### src/rtl/fsq_pkg.sv
package fsq_pkg;
  typedef enum logic [2:0] {
    SQ_IDLE  = 3'd0,
    SQ_RUN   = 3'd1,
    SQ_CALLS = 3'd2,
    SQ_HOLD  = 3'd3,
    SQ_PEN   = 3'd4
  } seq_state_e;
endpackage

### src/rtl/fsq_dur.sv
// Turns the predicted duration fields into a slot count and a prefetch line count.
module fsq_dur #(
  parameter int LINE_W = 3,
  parameter int SLOT_W = 2,
  parameter int PF_W   = 8,
  parameter int CNT_W  = 10
) (
  input  logic [LINE_W-1:0] lines_f,
  input  logic [SLOT_W-1:0] tail_f,
  input  logic              long_f,
  output logic [CNT_W-1:0]  n_slots,
  output logic [PF_W-1:0]   n_lines
);
  logic [PF_W-1:0]   line_cnt;
  logic [SLOT_W-1:0] tail;
  logic [CNT_W-1:0]  raw_slots;
  logic [PF_W-1:0]   raw_lines;

  always_comb begin
    if (long_f) begin
      line_cnt = PF_W'(1) << lines_f;
      tail     = '0;
    end else begin
      line_cnt = PF_W'(lines_f);
      tail     = tail_f;
    end
    raw_slots = (CNT_W'(line_cnt) << SLOT_W) + CNT_W'(tail);
    raw_lines = line_cnt + PF_W'(tail != '0);
    n_slots   = (raw_slots == '0) ? CNT_W'(1) : raw_slots;
    n_lines   = (raw_lines == '0) ? PF_W'(1) : raw_lines;
  end
endmodule

### src/rtl/fsq_pos.sv
// Position counter: line index, slot index and remaining slots of the block.
module fsq_pos #(
  parameter int SLOT_W = 2,
  parameter int PF_W   = 8,
  parameter int CNT_W  = 10
) (
  input  logic              clk,
  input  logic              rst_n,
  input  logic              load,
  input  logic              adv,
  input  logic [CNT_W-1:0]  n_slots,
  output logic [PF_W-1:0]   line_idx,
  output logic [SLOT_W-1:0] slot_idx,
  output logic              last
);
  logic [CNT_W-1:0]  rem_q, rem_d;
  logic [PF_W-1:0]   ln_q, ln_d;
  logic [SLOT_W-1:0] sl_q, sl_d;
  logic              en;

  assign en = load | adv;

  always_comb begin
    rem_d = rem_q;
    ln_d  = ln_q;
    sl_d  = sl_q;
    if (load) begin
      rem_d = n_slots;
      ln_d  = '0;
      sl_d  = '0;
    end else if (adv) begin
      rem_d = rem_q - CNT_W'(1);
      sl_d  = sl_q + SLOT_W'(1);
      if (&sl_q) ln_d = ln_q + PF_W'(1);
    end
  end

  always_ff @(posedge clk or negedge rst_n) begin
    if (!rst_n) begin
      rem_q <= '0;
      ln_q  <= '0;
      sl_q  <= '0;
    end else if (en) begin
      rem_q <= rem_d;
      ln_q  <= ln_d;
      sl_q  <= sl_d;
    end
  end

  assign line_idx = ln_q;
  assign slot_idx = sl_q;
  assign last     = (rem_q == CNT_W'(1));
endmodule

### src/rtl/fsq_ctrl.sv
// Sequencing control: block state, call tally, chain addresses, penalty timer.
module fsq_ctrl
  import fsq_pkg::*;
#(
  parameter int ADDR_W   = 16,
  parameter int CALL_W   = 2,
  parameter int MISS_CYC = 5
) (
  input  logic              clk,
  input  logic              rst_n,
  input  logic              pred_valid,
  input  logic [ADDR_W-1:0] pred_off,
  input  logic [CALL_W-1:0] pred_calls,
  input  logic              pred_long,
  input  logic              call_taken,
  input  logic              redirect,
  input  logic [ADDR_W-1:0] redirect_addr,
  input  logic              last,
  output logic              pred_ready,
  output logic              take,
  output logic              issue,
  output logic              blk_end,
  output logic [ADDR_W-1:0] base_addr,
  output logic [ADDR_W-1:0] entry,
  output logic              fetch_flush
);
  localparam int PEN_W = $clog2(MISS_CYC + 1);

  seq_state_e        st_q, st_d;
  logic [ADDR_W-1:0] entry_q, entry_d, nxt_q, nxt_d;
  logic [CALL_W-1:0] rcall_q, rcall_d;
  logic              long_q, long_d;
  logic [PEN_W-1:0]  pen_q, pen_d;
  logic              flush_q;
  logic              calls_done, end_now, accept, addr_en, active;

  assign active     = (st_q == SQ_RUN) || (st_q == SQ_CALLS);
  assign calls_done = (rcall_q == '0) || ((rcall_q == CALL_W'(1)) && call_taken);

  always_comb begin
    end_now = 1'b0;
    if (!redirect) begin
      unique case (st_q)
        SQ_RUN:   end_now = last && !long_q && calls_done;
        SQ_CALLS: end_now = calls_done;
        default:  end_now = 1'b0;
      endcase
    end
  end

  assign issue     = (st_q == SQ_RUN) && !redirect;
  assign accept    = !redirect && ((st_q == SQ_IDLE) || end_now);
  assign take      = accept && pred_valid;
  assign base_addr = (st_q == SQ_IDLE) ? entry_q : nxt_q;

  always_comb begin
    st_d    = st_q;
    entry_d = entry_q;
    nxt_d   = nxt_q;
    rcall_d = rcall_q;
    long_d  = long_q;
    pen_d   = pen_q;
    if (active && call_taken && (rcall_q != '0)) rcall_d = rcall_q - CALL_W'(1);
    if (redirect) begin
      st_d    = SQ_PEN;
      entry_d = redirect_addr;
      pen_d   = PEN_W'(MISS_CYC);
    end else begin
      unique case (st_q)
        SQ_IDLE: ;
        SQ_RUN: begin
          if (last) begin
            if (long_q)          st_d = SQ_HOLD;
            else if (!calls_done) st_d = SQ_CALLS;
          end
        end
        SQ_CALLS: ;
        SQ_HOLD: ;
        SQ_PEN: begin
          if (pen_q == PEN_W'(1)) st_d = SQ_IDLE;
          else                    pen_d = pen_q - PEN_W'(1);
        end
        default: st_d = SQ_IDLE;
      endcase
      if (end_now) begin
        st_d    = SQ_IDLE;
        entry_d = nxt_q;
      end
      if (take) begin
        st_d    = SQ_RUN;
        entry_d = base_addr;
        nxt_d   = base_addr + pred_off;
        rcall_d = pred_calls;
        long_d  = pred_long;
      end
    end
  end

  assign addr_en = redirect || take || end_now;

  always_ff @(posedge clk or negedge rst_n) begin
    if (!rst_n) begin
      st_q    <= SQ_IDLE;
      pen_q   <= '0;
      rcall_q <= '0;
      flush_q <= 1'b0;
    end else begin
      st_q    <= st_d;
      pen_q   <= pen_d;
      rcall_q <= rcall_d;
      flush_q <= redirect;
    end
  end

  always_ff @(posedge clk or negedge rst_n) begin
    if (!rst_n) begin
      entry_q <= '0;
      nxt_q   <= '0;
      long_q  <= 1'b0;
    end else if (addr_en) begin
      entry_q <= entry_d;
      nxt_q   <= nxt_d;
      long_q  <= long_d;
    end
  end

  assign pred_ready  = accept;
  assign blk_end     = end_now;
  assign entry       = entry_q;
  assign fetch_flush = flush_q;
endmodule

### src/rtl/fetch_seq.sv
module fetch_seq #(
  parameter int ADDR_W   = 16,
  parameter int LINE_W   = 3,
  parameter int SLOT_W   = 2,
  parameter int CALL_W   = 2,
  parameter int MISS_CYC = 5,
  localparam int PF_W    = 1 << LINE_W,
  localparam int CNT_W   = PF_W + SLOT_W
) (
  input  logic              clk,
  input  logic              rst_n,
  input  logic              pred_valid,
  output logic              pred_ready,
  input  logic [ADDR_W-1:0] pred_off,
  input  logic [LINE_W-1:0] pred_lines,
  input  logic [SLOT_W-1:0] pred_insts,
  input  logic [CALL_W-1:0] pred_calls,
  input  logic              pred_long,
  input  logic              call_taken,
  input  logic              redirect,
  input  logic [ADDR_W-1:0] redirect_addr,
  output logic              issue_valid,
  output logic [ADDR_W-1:0] issue_line,
  output logic [SLOT_W-1:0] issue_slot,
  output logic              blk_end,
  output logic              pf_valid,
  output logic [ADDR_W-1:0] pf_addr,
  output logic [PF_W-1:0]   pf_lines,
  output logic              fetch_flush
);
  logic [CNT_W-1:0]  n_slots;
  logic [PF_W-1:0]   n_lines;
  logic [PF_W-1:0]   line_idx;
  logic [ADDR_W-1:0] base_addr, entry;
  logic              take, issue, last;

  fsq_dur #(.LINE_W(LINE_W), .SLOT_W(SLOT_W), .PF_W(PF_W), .CNT_W(CNT_W)) u_dur (
    .lines_f (pred_lines),
    .tail_f  (pred_insts),
    .long_f  (pred_long),
    .n_slots (n_slots),
    .n_lines (n_lines)
  );

  fsq_pos #(.SLOT_W(SLOT_W), .PF_W(PF_W), .CNT_W(CNT_W)) u_pos (
    .clk      (clk),
    .rst_n    (rst_n),
    .load     (take),
    .adv      (issue),
    .n_slots  (n_slots),
    .line_idx (line_idx),
    .slot_idx (issue_slot),
    .last     (last)
  );

  fsq_ctrl #(.ADDR_W(ADDR_W), .CALL_W(CALL_W), .MISS_CYC(MISS_CYC)) u_ctrl (
    .clk           (clk),
    .rst_n         (rst_n),
    .pred_valid    (pred_valid),
    .pred_off      (pred_off),
    .pred_calls    (pred_calls),
    .pred_long     (pred_long),
    .call_taken    (call_taken),
    .redirect      (redirect),
    .redirect_addr (redirect_addr),
    .last          (last),
    .pred_ready    (pred_ready),
    .take          (take),
    .issue         (issue),
    .blk_end       (blk_end),
    .base_addr     (base_addr),
    .entry         (entry),
    .fetch_flush   (fetch_flush)
  );

  assign issue_valid = issue;
  assign issue_line  = entry + ADDR_W'(line_idx);
  assign pf_valid    = take;
  assign pf_addr     = base_addr;
  assign pf_lines    = n_lines;
endmodule

### config.mk
export PLATFORM = sky130hd
export DESIGN_NAME = fetch_seq
export DESIGN_NICKNAME = d
export VERILOG_FILES = /design/src/rtl/fsq_pkg.sv /design/src/rtl/fsq_dur.sv /design/src/rtl/fsq_pos.sv /design/src/rtl/fsq_ctrl.sv /design/src/rtl/fetch_seq.sv
export SDC_FILE = /design/constraint.sdc
export NUM_CORES = 1
export LEC_CHECK = 0
export ABC_AREA = 1
export BUFFER_PORTS_ARGS = -buffer_cell sky130_fd_sc_hd__buf_2
export CORE_MARGIN = 1.5
export CORE_UTILIZATION = 52
export CTS_CLUSTER_DIAMETER = 40
export DETAILED_ROUTE_END_ITERATION = 6
export GPL_ROUTABILITY_DRIVEN = 0
export PLACE_DENSITY = 0.86
export SLEW_MARGIN = 20
export SYNTH_ARGS = -nofsm -noshare
export SYNTH_HDL_FRONTEND = slang
export SYNTH_SLANG_ARGS = --single-unit
### constraint.sdc
create_clock -name clk -period 2.6 [get_ports clk]
set_input_delay 0.39 -clock clk [delete_from_list [all_inputs] [get_ports clk]]
set_output_delay 0.39 -clock clk [all_outputs]
set_load 0.01 [all_outputs]
# ---- Word-level counts from Yosys, hierarchy flattened
# Index checks and enable logic that the tools add are counted.
dict set report word_totals {
  input_bits 45
  register_bits 62
  word_cells 98
}
dict set report op_classes {
  n_addsub 9
  muxes 31
  shift 1
  bitwise 2
  n_reduce_logical 33
  n_eq_ne 12
}
# operator count
set ops {}
lappend ops {{16-bit 2-to-1 mux} 4}
lappend ops {{8-bit 2-to-1 mux} 5}
lappend ops {{10-bit 2-to-1 mux} 3}
lappend ops {{3-bit 2-to-1 mux} 10}
lappend ops {{16-bit adder} 1}
lappend ops {{16-bit by 8-bit adder with 16-bit output} 1}
lappend ops {{2-bit 2-to-1 mux} 6}
lappend ops {{10-bit by 2-bit adder with 10-bit output} 1}
lappend ops {{10-bit by 1-bit equality test with 1-bit output, second input constant} 1}
lappend ops {{10-bit zero test} 1}
lappend ops {{5-bit by 2-bit != test with 1-bit output, second input constant} 2}
lappend ops {{2-bit nonzero test} 5}
lappend ops {{10-bit by 1-bit subtractor with 10-bit output, second input constant} 1}
lappend ops {{3-bit one-hot mux with 3 select lines} 1}
lappend ops {{8-bit by 1-bit adder with 8-bit output} 1}
lappend ops {{8-bit by 1-bit adder with 8-bit output, second input constant} 1}
lappend ops {{1-bit logical AND} 8}
lappend ops {{8-bit zero test} 1}
lappend ops {{2-bit AND reduction} 4}
lappend ops {{1-bit by 3-bit left shift with 8-bit output, first input constant} 1}
lappend ops {{3-bit by 1-bit equality test with 1-bit output, second input constant} 2}
lappend ops {{3-bit by 2-bit equality test with 1-bit output, second input constant} 2}
lappend ops {{6-bit by 4-bit != test with 1-bit output, second input constant} 1}
lappend ops {{3-bit AND reduction} 2}
lappend ops {{18 further kinds} 23}

# ---- Depth between registers and ports, before layout
dict set report depth {
  word_depth 12
  depth_mapped 18
}

# ---- By module
# From an unflattened synthesis, not the netlist that was laid out.
dict set report hier_totals {
  cells_unflattened 822
  area_unflattened_um2 5449.0
}
# mod area_per_inst_um2 n_inst cells_each seq_area_each_um2
set modules_own_cells {}
lappend modules_own_cells {fsq_ctrl 3261.9 1 483 1051.0}
lappend modules_own_cells {fsq_pos 1198.6 1 156 500.5}
lappend modules_own_cells {fetch_seq 656.9 1 126 0.0}
lappend modules_own_cells {fsq_dur 331.6 1 57 0.0}

# ---- Least setup slack after synthesis
# No wires, ideal clock.
dict set report synth_timing {
  kind {register to register}
  start {register u_ctrl.st_q[0]}
  end {register u_ctrl.nxt_q[14]}
  required_time_ps 2483
  arrival_time_ps 2419
  setup_ps 117
  setup_slack_ps 64
  path_buffers 1
  stages_incl_launch_ff 18
  cell_sequence {dfrtp_1 > nor2_1 > clkbuf_1 > nand3_1 > nand2_1 > ha_1 > inv_1 > fa_1 > inv_1 > nand3_1 > nand2_1 > nand2_1 > nand2_1 > nand3_1 > nand2_1 > nand2_1 > nand3_1 > nand2_1}
}
dict set report synth_between {
  word_cells_on_any_way 13
}
# item line
set synth_lines {}
lappend synth_lines {{from (decl)} fsq_ctrl.sv:29} ;# seq_state_e st_q, st_d;
lappend synth_lines {{from (signal assigned)} fsq_ctrl.sv:108} ;# st_q <= st_d;
lappend synth_lines {{3-bit zero test} fsq_ctrl.sv:54} ;# assign base_addr = (st_q == SQ_IDLE) ? entry_q : nxt_q;
lappend synth_lines {{16-bit 2-to-1 mux} fsq_ctrl.sv:54}
lappend synth_lines {{named net pf_addr[0]} fetch_seq.sv:27} ;# output logic [ADDR_W-1:0] pf_addr,
lappend synth_lines {{16-bit adder} fsq_ctrl.sv:92} ;# nxt_d = base_addr + pred_off;
lappend synth_lines {{to (signal assigned)} fsq_ctrl.sv:122} ;# nxt_q <= nxt_d;
lappend synth_lines {{to (decl)} fsq_ctrl.sv:30} ;# logic [ADDR_W-1:0] entry_q, entry_d, nxt_q, nxt_d;
# The timed path passes the listed nets, and every way through them passes these cells.
# A chain may end at the register's enable or synchronous reset.

# ---- Final worst setup path
dict set report layout_timing {
  start {register u_ctrl.entry_q[3] (netlist: u_ctrl.entry[3])}
  end {output port issue_line[6]}
}
dict set report layout_between {
  elab_chain_cells 1
}
# item line
set layout_lines {}
lappend layout_lines {{from (decl)} fsq_ctrl.sv:30}
lappend layout_lines {{from (signal assigned)} fsq_ctrl.sv:121} ;# entry_q <= entry_d;
lappend layout_lines {{16-bit by 8-bit adder with 16-bit output} fetch_seq.sv:77} ;# assign issue_line = entry + ADDR_W'(line_idx);
lappend layout_lines {{to (decl)} fetch_seq.sv:23} ;# output logic [ADDR_W-1:0] issue_line,
# No other way between the ends.

==> summary.log <==
[sta] timing-limited maximum frequency 393 MHz
[synth] number of storage elements in the synthesis netlist 62
[synth] Synth async-reset ratio 100%
[critical_path] critical path capture point type primary output
[grt] total overflow reported by the global router 0
[synth] number of enable flip-flop cells after synthesis 0
[power_and_ir_drop] part of the total power dissipated in sequential elements 24.9%
[power_and_ir_drop] clock power share 12.3%
[power_and_ir_drop] switching share of power 48.9%
[routing] total iterations of the first detailed-routing run 7
[grt] Overall Global Routing Usage 26.5%
[power_and_ir_drop] reported net switching power 3300 µW
[synth] number of distinct standard cells referenced by the synthesized netlist 41
[critical_path] data arrival time at the worst-slack endpoint 2.15 ns
[routing] final WL 13400 µm
[power_and_ir_drop] overall power of the completed layout 6740 µW
[clock_network] maximum root-to-sink buffer count 2
[synth] area share of the largest cell type after synthesis 30.5%
[critical_path] worst path required time 2.21 ns
[clock_network] TritonCTS clock tree done
[sta] final setup fails 0
[sta] crit path time final 2.54 ns
[grt] number of global-route vias before repair 4703
[floorplanning] die footprint 0.0104 mm²
[routing] Post-DRT Antenna Nets 0
[power_and_ir_drop] fraction of power consumed by combinational cells 62.8%
[synth] leading cell types by total area after synthesis sky130_fd_sc_hd__dfrtp_1 (31%), sky130_fd_sc_hd__nand2_1 (17%), sky130_fd_sc_hd__ha_1 (8.1%), sky130_fd_sc_hd__inv_1 (6.1%), sky130_fd_sc_hd__nand3_1 (5.7%)
[grt] first-pass GRT wire length 21600 µm
[place] post-placement cell count 950
[critical_path] slowest cell on the critical path sky130_fd_sc_hd__dfrtp_1
[status] violated checks DRC
[critical_path] internal reg-to-reg setup slack 0.22 ns
[power_and_ir_drop] power density cells 1110 mW/mm²
[critical_path] classification of the worst setup path reg -> out
[synth] most instantiated cells after synthesis sky130_fd_sc_hd__nand2_1 (226), sky130_fd_sc_hd__inv_1 (83), sky130_fd_sc_hd__dfrtp_1 (62)
[routing] count of vias placed by the detailed router 5224
[synth] top flip-flop cell by instance count after synthesis sky130_fd_sc_hd__dfrtp_1
[sta] final cycle utilization of the critical path 97.8%
[synth] most frequent cell after synthesis sky130_fd_sc_hd__nand2_1
[sta] worst-margin pin slew 0.799 ns
[synth] post-synthesis area per instance 6.88 µm²
[critical_path] Worst path max stage delay 0.42 ns
[critical_path] Crit Path Max Fanout 5
[cells_and_area] fin nets 922
[status] outcome finished, violations left
[sta] number of max-slew violations in the final report 0
[sta] Fin Setup TNS 0 ns
[floorplanning] Initial Util 54.2%
[critical_path] reg2reg start u_ctrl.st_q[2]
[sta] Clock Skews 0.0107 ns
[routing] 1st-iter DRT viols 384
[power_and_ir_drop] internal power 3440 µW
[routing] WL per Instance 13.7 µm
[floorplanning] top-level I/O count 92
[cells_and_area] number of standard cells in the layout, taps in and fillers out 976
[synth] sequential area share after synthesis 30.5%
[synth] cell type contributing the most total cell area after synthesis sky130_fd_sc_hd__dfrtp_1
[clock_network] sinks on the clock net 62
[clock_network] Clock H-tree levels 3
[clock_network] Root Buffer sky130_fd_sc_hd__clkbuf_8
[clock_network] number of buffers created by CTS 9
[sta] worst slew margin relative to its limit 46.7%
[synth] post-synthesis instance total 738
[routing] drc violations 1
[sta] RSZ-0062 raised after global routing true
[routing] Avg Vias per Cell 5.35
[floorplanning] Core Footprint 0.00937 mm²
[min_path] path class of the lowest-slack min-delay path in -> async
[sta] Final Hold Fails 0
[cells_and_area] number of antenna cells inserted 0
[synth] area of the mapped netlist 0.00508 mm²
[critical_path] sequence of cells on the critical path ha_1 > a21oi_1 > o21ai_1 > buf_4 > a21oi_1 > nor2_1 > nor2_1 > xnor2_1 > buf_2
[run] number of max-cap violations 0
[critical_path] worst flop-to-flop path endpoint u_ctrl.nxt_q[14]
[place] DP HPWL 9880 µm
[floorplanning] placement row count 35
[critical_path] element type at the critical path start flip-flop
[synth] Net Count, Synth 818
[power_and_ir_drop] leakage dissipation 0.00335 µW
[power_and_ir_drop] maximum resistive drop on vdd 0.559 mV
[critical_path] Reg2Reg Depth 17
[cells_and_area] signed area change from the synthesized netlist to the final layout 19.7%
[clock_network] Worst-Skew Late Latency 0.35 ns
[synth] Syn. warnings 0
[grt] largest net degree at the start of global routing 63
[grt] number of antenna violations at the first check in global routing 0
[cells_and_area] share of post-route cells with drive strength above 1 22.1%
[clock_network] number of hold buffers added after cts 0
[clock_network] clk slew on worst S/H paths 0.07 ns
[floorplanning] die height 102 µm
[floorplanning] die span in x 102 µm
[place] number of buffers added on ports 91
[how the worst max path moves through the flow]
stage | from | to | slack (ns) | cells after the start
after floorplan | u_ctrl.st_q[0] | u_ctrl.nxt_q[14] | 0.06 | 17
after global placement | u_ctrl.st_q[1] | u_ctrl.nxt_q[12] | 0.15 | 13
after detailed placement | u_ctrl.st_q[1] | u_ctrl.nxt_q[15] | 0.05 | 15
after CTS | u_pos.line_idx[2] | issue_line[15] | 0.0007 | 11
after global routing | u_ctrl.entry[3] | issue_line[6] | -0.03 | 9
final | u_ctrl.entry[3] | issue_line[6] | 0.06 | 9
[layout by cell type (no fill, tap or decap), drive strengths merged, types with 20 or more instances in the layout]
master  count
o21ai      54
buf       116
nand3      61
nand2     230
inv        86
a21oi      33
nand4      20
dfrtp      62
ha         33
nor2       49
[through the flow]
step | hold slack (ns) | utilization [%] | area [µm²] | setup WS (ns)
3_5_place_dp | 0.489 | 60.7 | 5690 | 0.0538
3_3_place_gp | 0.476 | 60.7 | 5690 | 0.153
6_report | 0.221 | 64.8 | 6080 | 0.0564
4_1_cts | 0.224 | 63.2 | 5920 | 0.000656
2_1_floorplan | 0.0944 | - | 5080 | 0.0636
5_1_grt | 0.240 | 64.8 | 6080 | -0.0255
[logic make-up after synthesis]
family | count (synthesis) | synth area share, %
AO/OA/AOI/OAI | 101 | 11.3
XOR/XNOR | 32 | 5.52
adder cells (fa/ha/maj) | 35 | 8.92
buffers and inverters | 110 | 8.97
flip-flops | 62 | 30.5
multiplexers | 1 | 0.222
AND/OR/NAND/NOR | 397 | 34.5
[flip-flops by register name, summed over array words and instances, names as in the netlist]
register            count
u_ctrl.entry           16
u_pos.slot_idx          2
u_pos.rem_q            10
u_ctrl.st_q             3
u_ctrl.nxt_q           16
u_ctrl.rcall_q          2
u_pos.line_idx          8
u_ctrl.long_q           1
u_ctrl.fetch_flush      1
u_ctrl.pen_q            3
[worst max-delay path: cells and delay by family, from the launching register on]
family / cells / cell delay, ns
compound gates: 3 / 0.43
flops: 1 / 0.42
fa+ha+maj: 1 / 0.39
buf+inv: 2 / 0.29
simple gates: 2 / 0.16
xor+xnor: 1 / 0.12
[layout make-up]
class / instances / area [µm²]
Clock inverter: 7 / 65.1
Tap cell: 129 / 161
Timing Repair Buffer: 116 / 656
Sequential cell: 62 / 1550
Multi-Input combinational cell: 566 / 3190
Inverter: 87 / 327
Fill cell: 857 / 3290
Clock buffer: 9 / 124
[layer usage]
metal / up-vias / wire length [µm] / part of all wire [%] / track usage, %
met1: 2374 / 5950 / 44 / 37.4
met5: - / 0 / 0 / 0
met3: 33 / 926 / 6.9 / 3.08
met2: 214 / 6170 / 46 / 41.6
li1: 2603 / - / - / -
met4: 0 / 367 / 2.7 / 11.1
[power by group through the flow]
| stage | clock (µW) | combinational, µW | sequential [µW] |
|---|---|---|---|
| 3_3_place_gp | 0 | 3820 | 1650 |
| 3_5_place_dp | 0 | 3900 | 1660 |
| 5_1_grt | 889 | 4770 | 1720 |
| 6_report | 826 | 4230 | 1680 |
| 4_1_cts | 842 | 3980 | 1660 |
| 2_1_floorplan | 0 | 2840 | 1580 |
[repair_timing]
item | CTS | global route
endpoints found under the setup margin | 8 | 19
buffers inserted | 2 | 8
resized for setup | 7 | 20
pin swaps | 1 | 6
cloned | 0 | 0
Note: power is estimated with default switching activity, not from simulation.
